**config.mk**
```make
export PLATFORM = sky130hd
export DESIGN_NAME = nand_ecc_gen
export DESIGN_NICKNAME = d
export VERILOG_FILES = /design/src/rtl/nand_ecc_pkg.sv /design/src/rtl/ecc_col_terms.sv /design/src/rtl/ecc_seq_ctl.sv /design/src/rtl/ecc_par_accum.sv /design/src/rtl/nand_ecc_gen.sv
export SDC_FILE = /design/constraint.sdc
export NUM_CORES = 1
export LEC_CHECK = 0
export BUFFER_PORTS_ARGS = -buffer_cell sky130_fd_sc_hd__buf_2
export CORE_MARGIN = 1
export CORE_UTILIZATION = 35
export CTS_CLUSTER_DIAMETER = 50
export DETAILED_ROUTE_END_ITERATION = 8
export PLACE_DENSITY = 0.7
export SYNTH_ARGS = -nofsm -noshare
export SYNTH_HDL_FRONTEND = slang
export SYNTH_SLANG_ARGS = --single-unit
```
**constraint.sdc**
```tcl
create_clock -name clk -period 2.8 [get_ports clk]
set_input_delay 0.14 -clock clk [delete_from_list [all_inputs] [get_ports clk]]
set_output_delay 0.14 -clock clk [all_outputs]
set_load 0.05 [all_outputs]
```
**src/rtl/nand_ecc_pkg.sv**
```systemverilog
package nand_ecc_pkg;
  localparam int CTL_W       = 16;
  localparam int CTL_EN_BIT  = 0;
  localparam int CTL_CLR_BIT = 8;
  localparam int RES_W       = 32;
  localparam int ODD_BASE    = 16;
  localparam int CODE_W      = 24;

  // byte0: low even parities, byte1: low odd parities,
  // byte2: high even nibble below high odd nibble
  function automatic logic [CODE_W-1:0] pack_code(input logic [RES_W-1:0] r);
    return {r[ODD_BASE+11:ODD_BASE+8], r[11:8], r[ODD_BASE+7:ODD_BASE], r[7:0]};
  endfunction
endpackage

```
**src/rtl/ecc_col_terms.sv**
```systemverilog
module ecc_col_terms #(
  parameter int DATA_W = 8,
  parameter int COL_N  = $clog2(DATA_W)
) (
  input  logic [DATA_W-1:0] byte_i,
  output logic [COL_N-1:0]  odd_o,
  output logic [COL_N-1:0]  even_o,
  output logic              par_o
);
  // mask of bit positions whose index has bit j set
  function automatic logic [DATA_W-1:0] sel_mask(input int j);
    logic [DATA_W-1:0] m;
    for (int i = 0; i < DATA_W; i++) m[i] = 1'((i >> j) & 1);
    return m;
  endfunction

  for (genvar g = 0; g < COL_N; g++) begin : g_col
    localparam logic [DATA_W-1:0] MASK = sel_mask(g);
    assign odd_o[g]  = ^(byte_i & MASK);
    assign even_o[g] = ^(byte_i & ~MASK);
  end

  assign par_o = ^byte_i;
endmodule

```
**src/rtl/ecc_seq_ctl.sv**
```systemverilog
module ecc_seq_ctl #(
  parameter int SECTOR_BYTES = 512,
  parameter int CNT_W        = $clog2(SECTOR_BYTES)
) (
  input  logic             clk,
  input  logic             rst,
  input  logic             ctl_wr_i,
  input  logic             ctl_clr_i,
  input  logic             ctl_en_i,
  input  logic             byte_vld_i,
  output logic             take_o,
  output logic             clr_o,
  output logic [CNT_W-1:0] cnt_o,
  output logic             done_o
);
  localparam logic [CNT_W-1:0] LAST = CNT_W'(SECTOR_BYTES - 1);

  logic             en_q;
  logic             done_q;
  logic [CNT_W-1:0] cnt_q;

  // control write wins over a byte strobe in the same cycle
  assign take_o = en_q & ~done_q & byte_vld_i & ~ctl_wr_i;
  assign clr_o  = ctl_wr_i & ctl_clr_i;
  assign cnt_o  = cnt_q;
  assign done_o = done_q;

  always_ff @(posedge clk) begin
    if (rst) begin
      en_q   <= 1'b0;
      done_q <= 1'b0;
      cnt_q  <= '0;
    end else begin
      if (ctl_wr_i) en_q <= ctl_en_i;
      if (clr_o) begin
        cnt_q  <= '0;
        done_q <= 1'b0;
      end else if (take_o) begin
        cnt_q <= (cnt_q == LAST) ? '0 : cnt_q + 1'b1;
        if (cnt_q == LAST) done_q <= 1'b1;
      end
    end
  end

  // reset leaves the sequencer idle and disarmed
  a_r1_reset_idle: assert property (@(posedge clk)
    rst |=> (!en_q && !done_q && cnt_q == '0));

  // a clear returns position and done to the start
  a_r2_clear_restart: assert property (@(posedge clk) disable iff (rst)
    clr_o |=> (cnt_q == '0 && !done_q));

  // byte position moves only on an accepted byte
  a_r3_pos_stable: assert property (@(posedge clk) disable iff (rst)
    (!take_o && !clr_o) |=> $stable(cnt_q));

  // done holds until a clear
  a_r8_done_hold: assert property (@(posedge clk) disable iff (rst)
    (done_q && !clr_o) |=> done_q);

  // done rises only once the position has wrapped
  a_r8_done_wrap: assert property (@(posedge clk) disable iff (rst)
    $rose(done_q) |-> (cnt_q == '0));
endmodule

```
**src/rtl/ecc_par_accum.sv**
```systemverilog
module ecc_par_accum #(
  parameter int DATA_W = 8,
  parameter int LINE_N = 9,
  parameter int COL_N  = $clog2(DATA_W),
  parameter int NP     = COL_N + LINE_N
) (
  input  logic              clk,
  input  logic              rst,
  input  logic              clr_i,
  input  logic              take_i,
  input  logic [LINE_N-1:0] addr_i,
  input  logic [DATA_W-1:0] byte_i,
  output logic [NP-1:0]     even_o,
  output logic [NP-1:0]     odd_o
);
  logic [COL_N-1:0] col_odd;
  logic [COL_N-1:0] col_even;
  logic             byte_par;
  logic [NP-1:0]    hit_odd;
  logic [NP-1:0]    hit_even;
  logic [NP-1:0]    even_q;
  logic [NP-1:0]    odd_q;

  ecc_col_terms #(.DATA_W(DATA_W), .COL_N(COL_N)) u_col (
    .byte_i (byte_i),
    .odd_o  (col_odd),
    .even_o (col_even),
    .par_o  (byte_par)
  );

  assign hit_odd[COL_N-1:0]  = col_odd;
  assign hit_even[COL_N-1:0] = col_even;

  // the whole byte's parity lands on one side of each line pair
  for (genvar m = 0; m < LINE_N; m++) begin : g_line
    assign hit_odd[COL_N+m]  = byte_par &  addr_i[m];
    assign hit_even[COL_N+m] = byte_par & ~addr_i[m];
  end

  always_ff @(posedge clk) begin
    if (rst || clr_i) begin
      even_q <= '0;
      odd_q  <= '0;
    end else if (take_i) begin
      even_q <= even_q ^ hit_even;
      odd_q  <= odd_q  ^ hit_odd;
    end
  end

  assign even_o = even_q;
  assign odd_o  = odd_q;

  // reset empties the parity registers
  a_r1_reset_zero: assert property (@(posedge clk)
    rst |=> (even_q == '0 && odd_q == '0));

  // a clear empties the parity registers
  a_r2_clear_zero: assert property (@(posedge clk) disable iff (rst)
    clr_i |=> (even_q == '0 && odd_q == '0));

  // no accepted byte, no parity change
  a_r3_hold: assert property (@(posedge clk) disable iff (rst)
    (!take_i && !clr_i) |=> ($stable(even_q) && $stable(odd_q)));

  // every pair together flips by the byte's overall parity
  a_r5_pair_sum: assert property (@(posedge clk) disable iff (rst)
    (take_i && !clr_i) |=>
      (((even_q ^ odd_q) ^ $past(even_q ^ odd_q)) == {NP{$past(^byte_i)}}));
endmodule

```
**src/rtl/nand_ecc_gen.sv**
```systemverilog
module nand_ecc_gen
  import nand_ecc_pkg::*;
#(
  parameter int DATA_W       = 8,
  parameter int SECTOR_BYTES = 512
) (
  input  logic              clk,
  input  logic              rst,
  input  logic              ctl_wr,
  input  logic [CTL_W-1:0]  ctl_val,
  input  logic              byte_vld,
  input  logic [DATA_W-1:0] byte_dat,
  output logic              done,
  output logic [RES_W-1:0]  result,
  output logic [CODE_W-1:0] code
);
  localparam int COL_N  = $clog2(DATA_W);
  localparam int LINE_N = $clog2(SECTOR_BYTES);
  localparam int NP     = COL_N + LINE_N;

  logic              take;
  logic              clr;
  logic [LINE_N-1:0] pos;
  logic [NP-1:0]     even_par;
  logic [NP-1:0]     odd_par;
  logic              ctl_unused;

  assign ctl_unused = ^{ctl_val[CTL_W-1:CTL_CLR_BIT+1], ctl_val[CTL_CLR_BIT-1:CTL_EN_BIT+1]};

  ecc_seq_ctl #(.SECTOR_BYTES(SECTOR_BYTES), .CNT_W(LINE_N)) u_seq (
    .clk        (clk),
    .rst        (rst),
    .ctl_wr_i   (ctl_wr),
    .ctl_clr_i  (ctl_val[CTL_CLR_BIT]),
    .ctl_en_i   (ctl_val[CTL_EN_BIT]),
    .byte_vld_i (byte_vld),
    .take_o     (take),
    .clr_o      (clr),
    .cnt_o      (pos),
    .done_o     (done)
  );

  ecc_par_accum #(.DATA_W(DATA_W), .LINE_N(LINE_N), .COL_N(COL_N), .NP(NP)) u_acc (
    .clk    (clk),
    .rst    (rst),
    .clr_i  (clr),
    .take_i (take),
    .addr_i (pos),
    .byte_i (byte_dat),
    .even_o (even_par),
    .odd_o  (odd_par)
  );

  always_comb begin
    result = '0;
    result[NP-1:0] = even_par;
    result[ODD_BASE +: NP] = odd_par;
  end

  assign code = pack_code(result);
endmodule

```
==> impl_results.md, run 1 <==
- CP Class: flop to flop
- DP HPWL: 2.70 mm
- Pwr dens: 486 nW/um^2
- Worst path bufs/invs: 0
- Share of layout cells above drive strength 1: 0.313
- Via count: 1699
- CTS tree: yes
- Drt first pass iters: 5
- Critical-path cell list: ha_1, nand3_1, nor2_1, ha_1, nor3_1, o221a_2
- Final net count: approximately 300
- LEAKAGE: 0.896 nW
- Critical path arrival: about 2.2 ns
- Sink Count: 35
- Crit path max fanout: 10
- Post-route clock skew: 0.00684 ns
- Hold slack: 0.0383 ns
- Global-route wire length before repair: between 6 and 7 mm
- Final WS setup: 0.787 ns
- Root buffer cell: clkbuf_8
- Hold-fix buffers, CTS: 0
- Largest net degree at the start of global routing: 37
- Worst path required time: 2.98 ns
- Final cell count without fillers: 337
- P&R area growth vs syn: 9.06%
- DRT iter0 DRCs: 100
- H-Tree Depth: 2
- CP max stage delay: 0.49 ns
- I/O Buffers: 62
- Post_cts resized: 0
- DRC Markers: 0
- Vias in the first global route: 1472
- Fillers: 567
- RSZ-0062 raised after global routing: false
- Synth warnings: 0
- Clk slew on worst S/H paths: around 0.070 ns
- Hold crit path type: primary input to flop
- Post-Syn Instances: between 200 and 250
- Final Cycle Share: 0.719
- Fmax: 497 MHz
- Die outline height: between 70 and 80 um
- Top delay family on crit path: adder cells
- Initial antenna violation count: 0
- Setup TNS: 0 ns
- Total grt overflow: 0
- Synthesized area: 1990 um^2
- Minimum clock period: 2.01 ns
- FF+latch count, synth: 35
- Number of diodes: 0
- Placeable Area: 5510 um^2
- Die X-Extent: ~77 um
- Finish-stage setup viols: 0
- Most used cell, CP: ha_1
- Hold Fails Final Rpt: 0
- Number of antenna-violating nets in the routed design: 0
- Slew margin rel.: 0.604
- Distinct cells, synth: 34
- Setup crit end kind: flop
- Dpl cells: roughly 330
- Detailed-route vias per instance: 5.04
- Post-route design area: 2170 um^2
- Per-cell routed wire length: ~12 um
- Setup Buffers After CTS: 0
- Gpl congestion: 0.788
- Avg Cell Area, Syn: 8.61 um^2
- Die ar.: approximately 6000 um^2
- DP Area: 2090 um^2
- Max clock buf depth: 2
- CTS Buf Count: 5
- Sequential fraction of the synthesis area: 0.352
- Ports: 85
- Clock latency on the worst-skew pair: 0.28 ns
- Overall routing resource usage: 0.135
- Pins Over Slew Limit: 0
- Rows: 27
- Starting density of the core: 0.361
- Final WL: 3.95 mm
- Slowest CP cell: dfxtp_1
- MaxCap Viol Count: 0
- Utilization of the core after routing: 0.394
- Outcome: finished, final reports clean
- Pre-CTS setup slack: 0.794 ns
- Final Power: around 1.1 mW
- Least-Margin Pin Slew: between 0.5 and 0.6 ns
- Peak supply drop: 0.218 mV
- Startpoint Class: flop
## cells in the mapped netlist
cell | instances | area [um^2]
nand3_1 | 3 | 15.0
a21oi_1 | 30 | 150
clkbuf_8 | 1 | 13.8
xor2_1 | 5 | 43.8
dlygate4sd1_1 | 1 | 8.76
or3_1 | 6 | 37.5
xnor2_1 | 11 | 96.3
nand3b_1 | 1 | 7.51
clkbuf_1 | 7 | 26.3
ha_1 | 3 | 37.5
o221a_2 | 1 | 11.3
a21o_2 | 1 | 8.76
o21ai_0 | 18 | 90.1
nand2_1 | 15 | 56.3
or4_1 | 10 | 75.1
xor2_2 | 1 | 16.3
bufbuf_16 | 1 | 32.5
buf_6 | 2 | 22.5
clkbuf_2 | 1 | 5.00
and3_1 | 1 | 6.26
or3_2 | 7 | 52.6
mux2i_1 | 1 | 10.0
nand4bb_2 | 1 | 16.3
nor3_1 | 3 | 15.0
buf_4 | 33 | 248
o31ai_1 | 9 | 67.6
nor2_1 | 13 | 48.8
conb_1 | 1 | 3.75
a31oi_1 | 3 | 18.8
dfxtp_1 | 35 | 701
nor4b_1 | 1 | 8.76
a22oi_1 | 2 | 15.0
nand4_1 | 2 | 12.5
nor4bb_1 | 1 | 10.0
## worst paths after layout
| path | startpoint | end | slack [ns] | depth (start not counted) |
|---|---|---|---|---|
| setup reg to reg | u_seq.cnt_o[0]$_SDFFE_PP0P_ | u_seq.cnt_o[3]$_SDFFE_PP0P_ | 0.79 | 6 |
| hold reg to reg | u_acc.odd_o[7]$_SDFFE_PP0P_ | u_acc.odd_o[7]$_SDFFE_PP0P_ | 0.49 | 2 |
| setup / recovery | u_seq.cnt_o[0]$_SDFFE_PP0P_ | u_seq.cnt_o[3]$_SDFFE_PP0P_ | 0.79 | 6 |
| hold / removal | rst | u_seq.en_q$_SDFFE_PP0P_ | 0.04 | 2 |
## state kept, by name (all words and copies together) (netlist names)
register / cells
u_seq.done_o: 1
u_seq.en_q: 1
u_acc.even_o: 12
u_seq.cnt_o: 9
u_acc.odd_o: 12
## layer usage
metal  GRT usage  wire (um)
met1       0.161       1780
met2       0.234       1920
met3      0.0329        205
met4      0.0491         37
met5           0          0
## cell families after synthesis
group           after synthesis  share of synthesized area
compound gates               64                      0.182
simple gates                 64                      0.182
buf+inv                      46                      0.179
flops                        35                      0.352
xor+xnor                     17                     0.0787
fa+ha+maj                     3                     0.0189
other cells                   1                    0.00189
mux                           1                    0.00503
## power by group
group          switching [mW]  leakage [nW]  total (mW)  internal [mW]
registers             0.00510         0.282       0.508          0.503
logic                   0.147         0.572       0.197         0.0499
clock network           0.175        0.0422       0.349          0.175
total                   0.326         0.896        1.05          0.727
## layout make-up
| type | count | area (um^2) | share of cell area |
|---|---|---|---|
| clock inverter | 1 | 5.00 | 0.00231 |
| tap | 72 | 90.1 | 0.0415 |
| clock buffer | 7 | 76.3 | 0.0352 |
| timing repair buffer | 65 | 333 | 0.153 |
| sequential | 35 | 701 | 0.323 |
| multi-input combinational | 157 | 963 | 0.444 |
## cells in the final DEF, fill, tap and decap left out, types with 2 or more instances in the layout
cell and n:
a31oi_1 3, a22oi_1 2, xor2_1 5, clkbuf_8 5, buf_4 3, nor2_1 13
a21oi_1 30, buf_2 62, ha_1 3, nand2_1 15, conb_1 8, or3_2 7
o31ai_1 9, dfxtp_1 35, nand3_1 3, or4_1 10, nand4_1 2, clkbuf_1 2
nor3_1 3, o21ai_0 18, or3_1 6, xnor2_1 11
Note: power is estimated with default switching activity, not from simulation.
==> inputs of run 2 (changes only) <==
PLACE_DENSITY = 0.72   (was 0.7)
clock period = 1.7 ns   (was 2.8 ns; I/O delays follow)
==> run 2 against run 1 <==
Die area is the same. Global-route usage grew 0.14 points. Hold slack gained 0.010 ns. Routed wire length grew 0.53%. Critical path type unchanged. Largest cell class unchanged.
==> impl_results.md, run 2 (synthesized netlist as in run 1, its figures left out) <==
- Starting density of the core: 0.361
- Slew margin rel.: 0.584
- Global-route wire length before repair: 6.61 mm
- Global Route met1 Usage: 0.156
- Drt first pass iters: 4
- Final net count: 309
- DP HPWL: 2.75 mm
- GR Layer Usage met2: 0.244
- Clk slew on worst S/H paths: ~0.070 ns
- Per-cell routed wire length: 11.3 um
- Share of layout cells above drive strength 1: 0.356
- DRC Markers: 0
- Critical path arrival: 1.81 ns
- Crit path max fanout: 3
- Commonest non-fill, non-tap cell in the layout: buf_2
- Die ar.: 5990 um^2
- Overall routing resource usage: 0.137
- Number of diodes: 0
- Sink Count: 35
- MaxCap Viol Count: 0
- Number of antenna-violating nets in the routed design: 0
- Fmax: 625 MHz
- Final WL: 3.97 mm
- Ports: 85
- Most used cell, CP: ha_1
- Outcome: finished, final reports clean
- Startpoint Class: flop
- Rows: 27
- I/O Buffers: 62
- Pins Over Slew Limit: 0
- Placeable Area: roughly 5500 um^2
- Post-route design area: 2320 um^2
- Total grt overflow: 0
- Hold Fails Final Rpt: 0
- Worst path required time: 1.91 ns
- RSZ-0062 raised after global routing: false
- Critical-path cell list: ha_1, nand3_1, nor2_1, ha_1, or4_1, a21oi_1
- Most frequent cells in the layout: 62 x buf_2, 34 x dfxtp_1, 30 x a21oi_1
- H-Tree Depth: 2
- CTS tree: yes
- Pwr dens: 777 nW/um^2
- DRT iter0 DRCs: between 60 and 70
- Largest net degree at the start of global routing: 37
- Clock latency on the worst-skew pair: 0.28 ns
- Die X-Extent: a little under 80 um
- Via count: 1712
- Setup crit end kind: flop
- Met3 GRT Util: 0.0318
- Root buffer cell: clkbuf_8
- Max clock buf depth: 2
- DP Area: 2190 um^2
- Gr busiest metal: met2
- CP max stage delay: 0.51 ns
- Gpl congestion: 0.778
- P&R area growth vs syn: 16.7%
- CTS Buf Count: 5
- CP Class: flop to flop
- Die outline height: ~77 um
- Hold slack: 0.0486 ns
- Finish-stage setup viols: 0
- Minimum clock period: roughly 1.6 ns
- Vias in the first global route: 1536
- Final Cycle Share: 0.941
- Fillers: between 500 and 600
- Peak supply drop: 0.534 mV
- Post-route clock skew: ~0.0055 ns
- Initial antenna violation count: 0
- Detailed-route vias per instance: 4.89
- Hold crit path type: primary input to flop
- Slowest CP cell: or4_1
- Least-Margin Pin Slew: 0.624 ns
- LEAKAGE: 0.984 nW
==> run 2: cell types whose count changed in the layout (fill, tap and decap cells not counted) <==
cell and delta:
clkbuf_1 -2, ha_1 -1, dfxtp_2 +1, buf_12 +2, buf_4 +11, ha_4 +1
dlygate4sd3_1 +1, dfxtp_1 -1, clkbuf_8 +1
==> run 2: path summary, 6_finish.rpt <==
check                               from                           to  slack (ns)  cells past startpoint
min                           ctl_val[0]      u_seq.en_q$_SDFFE_PP0P_        0.05                      3
min reg2reg  u_acc.odd_o[8]$_SDFFE_PP0P_  u_acc.odd_o[8]$_SDFFE_PP0P_        0.49                      2
max reg2reg  u_seq.cnt_o[0]$_SDFFE_PP0P_  u_seq.cnt_o[4]$_SDFFE_PP0P_         0.1                      6
max          u_seq.cnt_o[0]$_SDFFE_PP0P_  u_seq.cnt_o[4]$_SDFFE_PP0P_         0.1                      6
==> run 2: routing by layer <==
layer | wire length, um | share of wire
met5 | 0 | 0
met4 | 31 | 0.0078
met3 | 180 | 0.045
met2 | 1990 | 0.50
met1 | 1770 | 0.45
==> run 2: area by class of cell <==
| cell class | instances | area, um^2 | share of cell area |
|---|---|---|---|
| clock buffers | 6 | 82.6 | 0.0356 |
| repair buffers | 79 | 465 | 0.201 |
| multi-input cells | 157 | 976 | 0.420 |
| clock inverters | 1 | 5.00 | 0.00216 |
| well taps | 72 | 90.1 | 0.0388 |
| flip-flops and latches | 35 | 702 | 0.302 |
==> run 2: critical path: cells and delay by family (launching register included) <==
| kind | cells | cell delay (ns) |
|---|---|---|
| compound gates | 1 | 0.14 |
| fa+ha+maj | 2 | 0.42 |
| flops | 1 | 0.31 |
| simple gates | 3 | 0.66 |
==> run 2: repair_timing <==
item                                    4_1_cts  5_1_grt
gates resized for setup                       0        2
hold buffers                                  1        0
endpoints found under the setup margin        0        7
setup buffers                                 0        3
hold endpoints to repair                      1        0
==> run 2: stage by stage <==
step	total power, mW	util	instances	worst slack, ns	TNS, ns
2_1_floorplan	1.23	-	238	0.0425	0
3_3_place_gp	1.21	0.397	339	0.0247	0
3_5_place_dp	1.22	0.397	339	-0.0128	-0.0360
4_1_cts	1.83	0.415	347	0.0739	0
5_1_grt	1.89	0.421	350	0.0177	0
6_report	1.80	0.421	350	0.0997	0
==> run 2: power breakdown <==
| group | internal, mW | total, mW | switching [mW] |
|---|---|---|---|
| registers | 0.828 | 0.835 | 0.00718 |
| clock network | 0.318 | 0.603 | 0.285 |
| logic | 0.112 | 0.364 | 0.251 |
| total | 1.26 | 1.80 | 0.544 |
==> inputs of run 3 (changes only) <==
ABC_AREA = 1   (was unset)
CORE_MARGIN = 2   (was 1)
PLACE_DENSITY = 0.7   (was 0.72)
==> run 3 against run 2 <==
Clock skew grew 0.00077 ns. Non-clock buffer count shrank 1. Setup slack lost 0.019 ns. Global-route usage grew 0.65 points. Clock power grew 10%. First-iteration DRC count grew 63%. Combinational power shrank 21%. Cell count grew 36%. Via count grew 27%. Critical path type unchanged. Largest power group unchanged. Highest routed layer unchanged.
==> impl_results.md, run 3 <==
- Reg-to-reg startpoint: u_seq.cnt_o[1]$_SDFFE_PP0P_
- Minimum clock period: 1.62 ns
- Post-synth EDFFs: 0
- Most common cell in the netlist: nand2_1
- Rows: 29
- Synth warnings: 0
- Worst path required time: between 1.5 and 2 ns
- Ys async rst share: 0
- Die X-Extent: 85.5 um
- Ranking of synthesized cells by area: dfxtp_1 30%, nand2_1 13%, buf_4 10%
- Per-cell routed wire length: 10.7 um
- Pre-CTS setup slack: -0.0697 ns
- MaxCap Viol Count: 0
- Ports: 85
- Final cell count without fillers: between 400 and 500
- Distinct cells, synth: 27
- Most frequent cells in the layout: 80 x nand2_1, 62 x buf_2, 59 x inv_1
- Post-route clock skew: 0.00631 ns
- Initial antenna violation count: 0
- Finish-stage setup viols: 0
- Max clock buf depth: 2
- Placeable Area: about 6400 um^2
- Final Cycle Share: 0.953
- Final net count: between 400 and 500
- Hold crit path type: primary input to flop
- CTS tree: yes
- DRC Markers: 0
- Synth Flop Type: dfxtp_1
- Critical path arrival: ~1.8 ns
- Avg Cell Area, Syn: 6.66 um^2
- Most used cell, CP: nand2_1
- Pins Over Slew Limit: 0
- Final WS setup: 0.0805 ns
- Overall routing resource usage: 0.143
- LEAKAGE: around 1.4 nW
- Die ar.: about 7300 um^2
- Number of antenna-violating nets in the routed design: 0
- FF+latch count, synth: 35
- Clock latency on the worst-skew pair: 0.29 ns
- Die outline height: 85.5 um
- H-Tree Depth: 2
- Total grt overflow: 0
- Post-Syn Instances: 349
- Via count: 2168
- Outcome: finished, final reports clean
- Detailed-route vias per instance: 4.55
- Pwr dens: approximately 650 nW/um^2
- Clk slew on worst S/H paths: 0.07 ns
- Synthesized area: ~2300 um^2
- DRT iter0 DRCs: 111
- Dpl cells: 465
- RSZ-0062 raised after global routing: false
- DP HPWL: 3.82 mm
- Peak supply drop: 0.287 mV
- Startpoint Class: flop
- Root buffer cell: clkbuf_8
- I/O Buffers: 62
- Min-delay src: ctl_val[0]
- Gpl congestion: 0.890
- Final WL: 5.09 mm
- Fmax: 617 MHz
- Sink Count: 35
- Starting density of the core: 0.364
- Critical-path cell list: ha_2, inv_2, nor4_4, nand2_1, nor2_4, ha_1, nand2_1, nand2_1, nor3_1
- Drt first pass iters: 4
- P&R area growth vs syn: 17.8%
- Crit path max fanout: 4
- CP max stage delay: 0.34 ns
- Setup crit end kind: flop
- Vias in the first global route: 1962
- Leading area contributor after synthesis: dfxtp_1
- Top cell type's share of synthesized area: 0.302
- Sequential fraction of the synthesis area: 0.302
- Largest net degree at the start of global routing: 37
- CP Class: flop to flop
- CP Launch Point: u_seq.cnt_o[1]$_SDFFE_PP0P_
- Hold Fails Final Rpt: 0
- Setup TNS: 0 ns
- CTS Buf Count: 5
- Slowest CP cell: dfxtp_2
- Synth cell count leaders: 82 x nand2_1, 60 x inv_1, 35 x dfxtp_1
- Commonest non-fill, non-tap cell in the layout: nand2_1
- Number of diodes: 0
- Hold slack: 0.0343 ns
- Global-route wire length before repair: 8.46 mm
- Share of layout cells above drive strength 1: 0.308
[run 3: final cells by class]
type | instances | area [um^2]
clock buffer | 8 | 100
inverter | 64 | 240
sequential | 35 | 703
tap | 77 | 96.3
multi-input combinational | 214 | 1150
timing repair buffer | 78 | 445
fill | 673 | 3650
[run 3: report_power, final]
part           internal (mW)  switching (mW)  total, mW
Combinational         0.0775           0.211      0.289
Clock                  0.370           0.294      0.664
Sequential             0.826         0.00467      0.831
[run 3: what timing repair did]
action                     4_1_cts  5_1_grt
gates resized for setup          2       14
hold buffers                     1        0
gates cloned                     0        0
pin swaps                        0        3
setup buffers                    0        2
hold endpoints to repair         1        0
setup endpoints to repair        6        6
[run 3: per-layer routing]
metal  vias up  global-route usage  share of wire
met4         0              0.0563          0.017
li1       1136                   -              -
met5         -                   0              0
met3        10              0.0418          0.051
met2        46               0.238           0.47
met1       976               0.173           0.46
[run 3: worst max-delay path, delay by kind of cell, from the launching register on]
family,cells,cell delay [ns]
buffers and inverters,1,0.05
adder cells (fa/ha/maj),2,0.33
AND/OR/NAND/NOR,6,0.77
flip-flops,1,0.34
[run 3: worst paths after layout]
check / to / slack, ns / depth (start not counted)
setup / recovery: u_seq.cnt_o[4]$_SDFFE_PP0P_ / 0.08 / 9
hold / removal: u_seq.en_q$_SDFFE_PP0P_ / 0.03 / 3
setup reg to reg: u_seq.cnt_o[4]$_SDFFE_PP0P_ / 0.08 / 9
hold reg to reg: u_acc.odd_o[1]$_SDFFE_PP0P_ / 0.48 / 2
[run 3: through the flow]
step           total power, mW   util  area [um^2]
3_5_place_dp              1.13  0.400         2550
5_1_grt                   1.87  0.428         2740
3_3_place_gp              1.12  0.400         2550
2_1_floorplan             1.11      -         2350
4_1_cts                   1.80  0.418         2670
6_report                  1.78  0.428         2740
[run 3: logic make-up after synthesis]
family                     Yosys count  synth area share
and+or+nand+nor                    172             0.365
buffers and inverters              107             0.240
DFF                                 35             0.302
AOI/OAI and AO/OA                   27            0.0603
xor gates and xnor gates             4            0.0151
adders and majority gates            3            0.0162
other                                1           0.00161
